`config.mk`:
```
export PLATFORM = sky130hd
export DESIGN_NAME = pfd_steer
export DESIGN_NICKNAME = d
export VERILOG_FILES = /design/src/rtl/pfd_steer.sv
export SDC_FILE = /design/constraint.sdc
export NUM_CORES = 1
export LEC_CHECK = 0
export ABC_AREA = 1
export CORE_MARGIN = 2
export CORE_UTILIZATION = 45
export DETAILED_ROUTE_END_ITERATION = 10
export PLACE_DENSITY = 0.76
export SLEW_MARGIN = 25
export SYNTH_ARGS = -nofsm -noshare
export SYNTH_HDL_FRONTEND = slang
export SYNTH_SLANG_ARGS = --single-unit
```
`constraint.sdc`:
```
create_clock -name clk -period 2.5 [get_ports clk]
set_clock_uncertainty 0.2 [all_clocks]
set_input_delay 0.5 -clock clk [delete_from_list [all_inputs] [get_ports clk]]
set_output_delay 0.5 -clock clk [all_outputs]
set_load 0.005 [all_outputs]
```
`src/rtl/pfd_steer.sv`:
```
module pfd_steer #(
  parameter int SYNC_STAGES = 2
) (
  input  logic       clk,
  input  logic       rst,
  input  logic       fb_in,
  input  logic       ref_in,
  input  logic       dbl_edge,
  output logic       drv_up,
  output logic       drv_dn,
  output logic       drv_mid,
  output logic       locked,
  output logic [3:0] state_idx
);

  localparam int SHW = SYNC_STAGES + 1;

  logic [SHW-1:0] fb_sh, ref_sh;
  logic           p_ev, m_ev;
  logic [3:0]     st, st_nx;

  always_ff @(posedge clk) begin
    if (rst) begin
      fb_sh  <= '0;
      ref_sh <= '0;
    end else begin
      fb_sh  <= {fb_sh[SHW-2:0], fb_in};
      ref_sh <= {ref_sh[SHW-2:0], ref_in};
    end
  end

  wire fb_rise  = fb_sh[SHW-2] & ~fb_sh[SHW-1];
  wire fb_fall  = ~fb_sh[SHW-2] & fb_sh[SHW-1];
  wire ref_rise = ref_sh[SHW-2] & ~ref_sh[SHW-1];

  assign p_ev = fb_rise | (dbl_edge & fb_fall);
  assign m_ev = ref_rise;

  always_comb begin
    st_nx = st;
    if (p_ev && !m_ev) begin
      case (st)
        4'd4:  st_nx = 4'd3;
        4'd3:  st_nx = 4'd10;
        4'd10: st_nx = 4'd1;
        4'd2:  st_nx = 4'd1;
        4'd1:  st_nx = 4'd6;
        4'd6:  st_nx = 4'd7;
        4'd7:  st_nx = 4'd8;
        4'd5:  st_nx = 4'd8;
        4'd8:  st_nx = 4'd9;
        4'd9:  st_nx = 4'd9;
        default: st_nx = 4'd6;
      endcase
    end else if (m_ev && !p_ev) begin
      case (st)
        4'd9:  st_nx = 4'd8;
        4'd8:  st_nx = 4'd5;
        4'd5:  st_nx = 4'd6;
        4'd7:  st_nx = 4'd6;
        4'd6:  st_nx = 4'd1;
        4'd1:  st_nx = 4'd2;
        4'd2:  st_nx = 4'd3;
        4'd10: st_nx = 4'd3;
        4'd3:  st_nx = 4'd4;
        4'd4:  st_nx = 4'd4;
        default: st_nx = 4'd6;
      endcase
    end
  end

  always_ff @(posedge clk) begin
    if (rst) st <= 4'd6;
    else     st <= st_nx;
  end

  assign drv_up    = (st == 4'd5) | (st == 4'd7) | (st == 4'd8) | (st == 4'd9);
  assign drv_dn    = (st == 4'd2) | (st == 4'd3) | (st == 4'd4) | (st == 4'd10);
  assign drv_mid   = (st == 4'd1) | (st == 4'd6);
  assign locked    = (st == 4'd1) | (st == 4'd2) | (st == 4'd6) | (st == 4'd7);
  assign state_idx = st;

endmodule


```
Yosys cells after proc, flatten, opt, wreduce, memory -nomap -nowiden
Memories as Yosys holds them, arrays and structs flattened. A register that Yosys moved wholly into a read port is not among the register bits.
Cells that the tools add are included.
- bits in registers: 10
- ROM bits: 128
- bits of input ports: 5
- output and inout bits: 8
- logic and storage cells: 44
- memories: 2
- equality and inequality tests: 10
- muxes and demuxes: 6
- bitwise gates (word level): 18
- reduce and logical (&&, ||, !) cells: 5
- memory list (memory ; depth ; width ; read ports ; clocked after memory_dff ; write ports ; RTL line ; source):
    (no name shown) ; 16 ; 4 ; 1 ; 1 ; 0 ; 42 ; case (st)
    (no name shown) ; 16 ; 4 ; 1 ; 1 ; 0 ; 56 ; case (st)
- operator list (cell ; count):
    $mux W4 ; 6
    $eq A4 B3 Y1 const B ; 4
    $eq A4 B4 Y1 const B ; 3
    $or A1 B1 Y1 ; 11
    $eq A4 B2 Y1 const B ; 2
    $and A1 B1 Y1 ; 4
    $eq A4 B1 Y1 const B ; 1
    $not A1 Y1 ; 3
    $logic_and A1 B1 Y1 ; 2
    $logic_not A1 Y1 ; 2
    $reduce_bool A2 Y1 ; 1

Longest topological paths before layout
Gate-level depths: netlist (run 1).
- depth in word-level cells: 10
- mapped depth: 14
- gate-level depth less buffers: 14

Least setup slack after synthesis (run 1)
OpenSTA, ideal clock, no wires.
- path type: input to register
- start: in dbl_edge
- end: reg (tool-made name)
- library setup time: 115 ps
- data arrival time: 1883 ps
- slack: 301 ps
- stages on the path: 9
- path buffers: 0
- cell sequence: nand3_1 -> o21ai_0 -> ha_1 -> inv_2 -> nand2_1 -> o21ai_1 -> ha_1 -> o21ai_0 -> inv_1
- RTL lines (item ; RTL line ; source):
    start, declared ; 8 ; input logic dbl_edge,

==> flow_summary.json, run 1 <==
{
  "status": "finished, final reports clean",
  "crit_fanout": 5,
  "die_w_um": 48.7,
  "path_buf_inv": 2,
  "wl_met1_um": 811,
  "cts_made_buffers": 3,
  "p_int_w": 0.000521,
  "async_flop_share_pct": 0,
  "setup_viol": 0,
  "power.share.clock_pct": 23.7,
  "p_seq_share_pct": 46.2,
  "antenna_found_initial": 0,
  "finalCriticalPeriod_ns": 2.37,
  "syn-mean-instance-area_um2": 6.98,
  "fillers": 192,
  "synth_top_area_cell": "dfxtp_1",
  "core-area_um2": 1920,
  "fin_util_pct": 60.5,
  "drv_cap": 0,
  "drt_first_pass_iters": 4,
  "num_vias": 846,
  "met2WireLength_um": 931,
  "finalMaxSlewViolations": 0,
  "slew_headroom_pct": 83.1,
  "port_buffers": 12,
  "yosysMostFrequentCell": "nand2_1",
  "synthTopCellsByArea": "dfxtp_1 40%, nand2_1 13%, inv_1 8.8%",
  "cpMaxStageDelayCell": "clkdlybuf4s50_1",
  "track_usage_pct": 16.8,
  "ant_nets": 0,
  "crit_family": "simple AND/OR/NAND/NOR gates",
  "fin_crit_sh_pct": 94.7,
  "synthCells": 129,
  "cp-end-kind": "register",
  "worstSetupStartpointType": "input port",
  "insertion_delay_ns": 0.29,
  "cts.sinks": 18,
  "worstMarginPinSlew_ns": 0.253,
  "synth_top_area_share_pct": 40.0,
  "cpPeakStageDelay_ns": 0.45,
  "peakVddDrop_v": 0.000306,
  "cts_tree": "built",
  "initial_core_util_pct": 46.9,
  "ys_top_cells_by_count": "30 x nand2_1, 21 x inv_1, 18 x dfxtp_1, 17 x nor2_1, 14 x nand3_1",
  "worstPathCellList": "clkdlybuf4s50_1 -> nand3_1 -> o21ai_1 -> ha_2 -> inv_2 -> nand2_2 -> nor2_2 -> nor2_2 -> ha_1 -> nand3b_1 -> nand2_1 -> nand3_1",
  "dp_hpwl_um": 1470,
  "clk_pin_slew_ns": 0.10,
  "grt_max_degree": 11,
  "wl_um": 1850,
  "netlist_area_um2": 901,
  "synth-seq-cells": 18,
  "area_delta_synth_final_pct": 29.2,
  "synthFlopType": "dfxtp_1",
  "die_h_um": 48.7,
  "grt_first_pass_wirelength_um": 3070,
  "p_sw_share_pct": 30.1,
  "final.setup.tns_ns": 0,
  "cp.required_ns": 2.49,
  "via_per_inst": 4.70,
  "arrival_ns": 2.36,
  "p_sw_w": 0.000224,
  "antenna_cells": 0,
  "synth.yosys.seq_area_share_pct": 40.0,
  "synth-edff-count": 0,
  "topRoutingLayerUsed": "met4",
  "die-area_um2": 2380,
  "row_count": 16,
  "grt_pass1_vias": 796,
  "synth.net_count": 139,
  "ioPinCount": 13,
  "route.detailed.drc": 0,
  "cts_buffer_depth": 2,
  "max_freq_mhz": 422,
  "drive_gt1_share_pct": 17.0,
  "drt_iter0_markers": 7,
  "cts_max_level": 1,
  "p_leak_nw": 0.600,
  "worstSetupPathType": "in2reg",
  "num-nets-final": 164,
  "gp_routability_congestion": 0.856,
  "power.density_nw_per_um2": 640,
  "p_comb_share_pct": 30.0,
  "hold_path_class": "reg2reg",
  "finalHoldViolCount": 0,
  "route.met3.wl_um": 63,
  "root_buffer": "clkbuf_4",
  "yosysWarnings": 0,
  "wire_per_inst_um": 10.3,
  "yosysUniqueCellTypes": 18,
  "gr-total-overflow": 0
}
[kinds of logic after synthesis]
kind of cell	Yosys count	share of synthesized area, %
adders and majority gates	5	6.94
buffers and inverters	24	10.4
DFF	18	40.0
AOI/OAI and AO/OA	13	7.64
and+or+nand+nor	69	35.0
[worst register-to-register path, stage by stage, from the launching register on]
cell,delay [ns]
dfxtp_1,0.33
inv_1,0.04
or2_2,0.27
ha_2,0.31
inv_2,0.11
nand2_2,0.08
nor2_2,0.15
nor2_2,0.08
ha_1,0.19
nand3b_1,0.17
nand2_1,0.10
nand3_1,0.07
[stage by stage]
| stage | hold slack [ns] | power [W] | area, um2 | worst slack [ns] | instances |
|---|---|---|---|---|---|
| after CTS | 0.212 | 0.000749 | 1140 | 0.0893 | 179 |
| after global placement | 0.192 | 0.000561 | 1110 | -0.167 | 175 |
| after floorplan | 0.188 | 0.000477 | 901 | 0.301 | 129 |
| after detailed placement | 0.197 | 0.000569 | 1110 | -0.224 | 175 |
| after global routing | 0.243 | 0.000799 | 1160 | -0.00793 | 180 |
| final | 0.209 | 0.000745 | 1160 | 0.132 | 180 |
[timing repair]
action	4_1_cts	5_1_grt
hold buffers	0	0
resized for setup	0	7
endpoints found under the setup margin	0	9
setup buffers	0	1
[cell usage in the layout, fill, tap and decap left out]
master            n
o21ai_1           3
nand2_1          29
nor2_2            2
nand3_4           1
nand2_4           1
inv_2             2
a22o_1            1
dfxtp_1          17
nand3b_1          2
ha_1              4
buf_4             9
o21ai_2           1
nand3_1          14
o21ai_0           5
ha_2              1
nand2_2           3
clkdlybuf4s50_1  12
inv_1            21
clkbuf_8          1
clkbuf_4          3
or2_2             1
dfxtp_2           1
a21oi_1           3
nor2_1           16
[final cells by class]
type	count	area, um2	area share [%]
flip-flops and latches	18	362	31.1
clock buffers	4	36.3	3.12
inverters	23	86.3	7.42
multi-input cells	87	458	39.4
well taps	27	33.8	2.90
repair buffers	21	188	16.1
[path summary, 6_finish.rpt]
| check | startpoint | end | slack (ns) | cells past startpoint |
|---|---|---|---|---|
| max | dbl_edge | register | 0.13 | 12 |
| min | fb_sh[0] | fb_sh[1] | 0.21 | 2 |
| max reg2reg | ref_sh[1] | register | 0.30 | 11 |
| min reg2reg | fb_sh[0] | fb_sh[1] | 0.21 | 2 |
[routing by layer]
metal	up-vias	track usage, %
met5	-	0
met4	0	10.0
met3	5	2.78
met2	18	31.1
met1	375	17.6
li1	448	-
[power groups by stage]
stage                     Sequential, W  Combinational (W)  Clock, W
after global placement         0.000351           0.000210         0
after CTS                      0.000345           0.000218  0.000186
after detailed placement       0.000352           0.000217         0
after global routing           0.000349           0.000254  0.000197
after floorplan                0.000345           0.000132         0
final                          0.000344           0.000224  0.000177
(Power assumes the default switching activity.)
==> run 2: changes to the inputs <==
--- a/config.mk
+++ b/config.mk
@@ -7,9 +7,9 @@
 export LEC_CHECK = 0
 export ABC_AREA = 1
 export CORE_MARGIN = 2
-export CORE_UTILIZATION = 45
+export CORE_UTILIZATION = 51
 export DETAILED_ROUTE_END_ITERATION = 10
-export PLACE_DENSITY = 0.76
+export PLACE_DENSITY = 0.84
 export SLEW_MARGIN = 25
 export SYNTH_ARGS = -nofsm -noshare
 export SYNTH_HDL_FRONTEND = slang
==> run 2 against run 1 <==
Register-to-register slack got worse by 0.02 ns. Non-clock buffer count down 1. Hold slack better by 0.0066 ns. Core utilization up 7.7 points. Critical path type unchanged.
==> flow_summary.json, run 2 (synthesis results as in run 1) <==
{
  "final.setup.tns_ns": 0,
  "wire_per_inst_um": 11.1,
  "dp_hpwl_um": 1460,
  "grt_max_degree": 11,
  "max_freq_mhz": 424,
  "reg2reg_from": "ref_sh[1]",
  "final_common_cell": "nand2_1",
  "gr-total-overflow": 0,
  "antenna_cells": 0,
  "fin_hold_ws_ns": 0.215,
  "wl_um": 1880,
  "cts_buffer_depth": 2,
  "p_sw_share_pct": 30.6,
  "cts_tree": "built",
  "track_usage_pct": 19.8,
  "grt_pass1_vias": 713,
  "setup_viol": 0,
  "grt_first_pass_wirelength_um": 2980,
  "cts_max_level": 1,
  "route.detailed.drc": 0,
  "ff2ff_setup_slack_ns": 0.28,
  "finalMaxSlewViolations": 0,
  "drt_iter0_markers": 7,
  "whs_endpoint": "fb_sh[1]",
  "place_area_um2": 1090,
  "p_leak_nw": 0.596,
  "worstSetupPathType": "in2reg",
  "min_delay_path_depth": 2,
  "via_per_inst": 5.05,
  "die-area_um2": 2120,
  "p_sw_w": 0.000230,
  "hold_path_class": "reg2reg",
  "drv_cap": 0,
  "port_buffers": 12,
  "dp_slack_ns": -0.245,
  "initial_core_util_pct": 53.3,
  "finalCriticalPeriod_ns": 2.36,
  "num_vias": 854,
  "gp_routability_congestion": 0.813,
  "root_buffer": "clkbuf_4",
  "power.share.clock_pct": 23.8,
  "p_int_w": 0.000520,
  "num-nets-final": 163,
  "worstSetupStartpointType": "input port",
  "clk_pin_slew_ns": 0.10,
  "peakVddDrop_v": 0.000313,
  "total_power_w": 0.000749,
  "p_seq_share_pct": 45.8,
  "setup_ws_ns": 0.144,
  "ioPinCount": 13,
  "cp.required_ns": 2.50,
  "slew_headroom_pct": 80.2,
  "finalInstanceArea_um2": 1150,
  "cp-end-kind": "register",
  "worstMarginPinSlew_ns": 0.296,
  "arrival_ns": 2.35,
  "die_h_um": 46.0,
  "hold_buffers": 0,
  "p_comb_share_pct": 30.4,
  "antenna_found_initial": 0,
  "insertion_delay_ns": 0.30,
  "rsz0062_at_grt": "false",
  "row_count": 15,
  "crit_fanout": 5,
  "finalHoldViolCount": 0,
  "drt_first_pass_iters": 4,
  "reg2reg_depth": 10,
  "fin_crit_sh_pct": 94.3,
  "ant_nets": 0,
  "hold_start": "fb_sh[0]",
  "fillers": 153,
  "area_delta_synth_final_pct": 27.9,
  "drive_gt1_share_pct": 17.1,
  "cts.sinks": 18,
  "layout_common_cells": "28 x nand2_1, 21 x inv_1, 18 x dfxtp_1",
  "status": "finished, final reports clean",
  "power.density_nw_per_um2": 650,
  "cts_made_buffers": 3,
  "die_w_um": 46.0,
  "core-area_um2": 1690
}
run 2: changes by cell type in the layout (fill, tap and decap cells not counted):
cell	change
dfxtp_1	+1
buf_4	-1
nor2_4	+1
nor2_1	-1
nand2_2	+1
nand2_1	-1
dfxtp_2	-1
run 2: power by group through the flow:
stage	combinational [W]	clock, W	sequential [W]
after detailed placement	0.000216	0	0.000349
after global routing	0.000255	0.000194	0.000347
after floorplan	0.000132	0	0.000345
after global placement	0.000209	0	0.000349
after CTS	0.000218	0.000180	0.000343
final	0.000228	0.000178	0.000343
run 2: worst max path at each step:
stage | slack [ns] | from | cells past startpoint | endpoint
3_3_place_gp | -0.20 | dbl_edge | 11 | register
4_1_cts | 0.07 | dbl_edge | 11 | register
3_5_place_dp | -0.25 | dbl_edge | 11 | register
6_report | 0.14 | dbl_edge | 12 | register
5_1_grt | 0.003 | dbl_edge | 12 | register
2_1_floorplan | 0.30 | dbl_edge | 9 | register
run 2: area by class of cell:
type                    count  area (um2)  share of cell area [%]
multi-input cells          87         468                    40.6
repair buffers             20         180                    15.6
flip-flops and latches     18         360                    31.3
inverters                  23        86.3                    7.49
well taps                  17        21.3                    1.85
clock buffers               4        36.3                    3.15
run 2: stage by stage:
stage               utilization, %  cells
detailed placement            64.8    165
CTS                           67.0    169
floorplan                        -    129
global placement              64.8    165
global route                  68.2    169
finish                        68.2    169
run 2: per-layer routing:
layer / vias up / GRT usage [%] / share of wire [%] / wire length [um]
li1: 446 / - / - / -
met1: 388 / 25.5 / 46 / 867
met2: 15 / 31.9 / 48 / 908
met3: 5 / 3.57 / 3.2 / 60
met4: 0 / 8.57 / 2.4 / 46
met5: - / 0 / 0 / 0
run 2: critical path, stage by stage:
cell	delay, ns
clkdlybuf4s50_1	0.45
nand3_1	0.06
o21ai_0	0.08
ha_2	0.32
inv_2	0.11
nand2_2	0.09
nor2_4	0.12
nor2_2	0.06
ha_1	0.19
nand3b_1	0.18
nand2_1	0.12
nand3_1	0.07
run 2: repair_timing:
item	in CTS	in global routing
setup buffers	0	0
endpoints found under the setup margin	0	7
gates resized for setup	0	9
==> run 3: changes to the inputs <==
--- a/config.mk
+++ b/config.mk
@@ -7,9 +7,10 @@
 export LEC_CHECK = 0
 export ABC_AREA = 1
 export CORE_MARGIN = 2
-export CORE_UTILIZATION = 51
+export CORE_UTILIZATION = 59
 export DETAILED_ROUTE_END_ITERATION = 10
-export PLACE_DENSITY = 0.84
+export DONT_BUFFER_PORTS = 1
+export PLACE_DENSITY = 0.83
 export SLEW_MARGIN = 25
 export SYNTH_ARGS = -nofsm -noshare
 export SYNTH_HDL_FRONTEND = slang
==> run 3 against run 2 <==
Register-to-register slack got worse by 0.07 ns. Largest power group unchanged. Sequential cell count unchanged. Via count decreased by 7.6%. Count of clock-buffer cells in the layout unchanged. Setup slack improved by 0.065 ns. Clock power about the same. Global-route usage increased by 2.4 points.
==> flow_summary.json, run 3 (synthesis results as in run 1) <==
{
  "use_met2_pct": 38.2,
  "power.density_nw_per_um2": 719,
  "grt_use_met3_pct": 3.83,
  "track_usage_pct": 22.2,
  "dp_slack_ns": 0.108,
  "hold_buffers": 0,
  "slew_headroom_pct": 81.3,
  "cts_tree": "built",
  "finalMaxSlewViolations": 0,
  "initial_core_util_pct": 61.2,
  "die-area_um2": 1860,
  "num-nets-final": 143,
  "cts_made_buffers": 3,
  "area_delta_synth_final_pct": 5.83,
  "grt_first_pass_wirelength_um": 3020,
  "crit_fanout": 7,
  "root_buffer": "clkbuf_4",
  "port_buffers": 0,
  "via_per_inst": 5.33,
  "clk_pin_slew_ns": 0.10,
  "grt_use_met1_pct": 25.4,
  "num_vias": 789,
  "ant_nets": 0,
  "hold_path_class": "in2reg",
  "final_common_cell": "nand2_1",
  "finalCriticalPeriod_ns": 2.29,
  "p_seq_share_pct": 50.3,
  "die_h_um": 43.1,
  "setup_ws_ns": 0.209,
  "drive_gt1_share_pct": 9.85,
  "route.detailed.drc": 0,
  "p_int_w": 0.000469,
  "worstPathCellList": "inv_1 -> or2_2 -> ha_1 -> inv_2 -> nand2_1 -> nor2_1 -> nor2_2 -> ha_1 -> nand3b_1 -> nand3_1 -> nand2_1",
  "worstSetupStartpointType": "register",
  "p_comb_share_pct": 23.9,
  "cts_buffer_depth": 2,
  "gp_routability_congestion": 0.797,
  "drt_iter0_markers": 30,
  "crit_family": "simple AND/OR/NAND/NOR gates",
  "fin_hold_ws_ns": 0.0562,
  "gr-total-overflow": 0,
  "dp_hpwl_um": 1290,
  "insertion_delay_ns": 0.30,
  "worstMarginPinSlew_ns": 0.277,
  "cts_max_level": 1,
  "fillers": 132,
  "die_w_um": 43.1,
  "cpPeakStageDelay_ns": 0.33,
  "power.share.clock_pct": 25.8,
  "cpMaxStageDelayCell": "ha_1",
  "core-area_um2": 1470,
  "p_leak_nw": 0.512,
  "arrival_ns": 2.28,
  "path_buf_inv": 2,
  "total_power_w": 0.000685,
  "multi_input_area_um2": 450,
  "row_count": 14,
  "wl_um": 1770,
  "rsz0062_at_grt": "false",
  "antenna_found_initial": 0,
  "ioPinCount": 13,
  "regArea_um2": 360,
  "max_freq_mhz": 437,
  "status": "finished, final reports clean",
  "worstSetupPathType": "reg2reg",
  "final.setup.tns_ns": 0,
  "wire_per_inst_um": 11.9,
  "p_sw_w": 0.000217,
  "drv_cap": 0,
  "cp.required_ns": 2.49,
  "drt_first_pass_iters": 6,
  "layout_common_cells": "30 x nand2_1, 21 x inv_1, 18 x dfxtp_1",
  "grt_pass1_vias": 723,
  "antenna_cells": 0,
  "setup_viol": 0,
  "finalHoldViolCount": 0,
  "fin_crit_sh_pct": 91.6,
  "grt_max_degree": 11,
  "peakVddDrop_v": 0.000377,
  "busiest_layer": "met2",
  "cts.sinks": 18,
  "cp-end-kind": "register",
  "p_sw_share_pct": 31.6
}
-- run 3: worst register-to-register path, stage by stage (launching register included) --
cell	delay (ns)
dfxtp_1	0.32
inv_1	0.04
or2_2	0.27
ha_1	0.33
inv_2	0.15
nand2_1	0.10
nor2_1	0.17
nor2_2	0.08
ha_1	0.19
nand3b_1	0.17
nand3_1	0.11
nand2_1	0.06
-- run 3: cell type report --
| cell class | count | share of cell area (%) |
|---|---|---|
| tap | 16 | 2.10 |
| clock buffer | 4 | 3.81 |
| multi-input combinational | 87 | 47.2 |
| sequential | 18 | 37.8 |
| inverter | 23 | 9.06 |
-- run 3: per-layer routing --
metal	up-vias	wire [um]	share of wire [%]
li1	407	-	-
met1	360	741	42
met2	17	932	53
met3	5	54	3.1
met4	0	40	2.3
met5	-	0	0
-- run 3: path summary, 6_finish.rpt --
check                                from        end  slack (ns)  cells after the start
worst min-delay path                  rst   fb_sh[1]        0.06                      1
worst min register to register  ref_sh[0]  ref_sh[1]        0.21                      2
worst max-delay path            ref_sh[1]   register        0.21                     11
worst max register to register  ref_sh[1]   register        0.21                     11
-- run 3: power groups by stage --
stage | Sequential [W] | Combinational (W) | Clock, W
finish | 0.000345 | 0.000164 | 0.000177
global route | 0.000350 | 0.000186 | 0.000191
floorplan | 0.000345 | 0.000132 | 0
detailed placement | 0.000351 | 0.000158 | 0
global placement | 0.000351 | 0.000152 | 0
CTS | 0.000344 | 0.000160 | 0.000180
-- run 3: stage by stage --
stage / area, um2 / utilization (%) / cells
CTS: 950 / 64.5 / 148
global placement: 913 / 62.1 / 144
finish: 953 / 64.8 / 148
floorplan: 901 / - / 129
detailed placement: 913 / 62.1 / 144
global route: 953 / 64.8 / 148
-- run 3: repair_timing --
action	CTS	global route
gates resized for setup	0	2
setup buffers	0	0
setup endpoints to repair	0	6
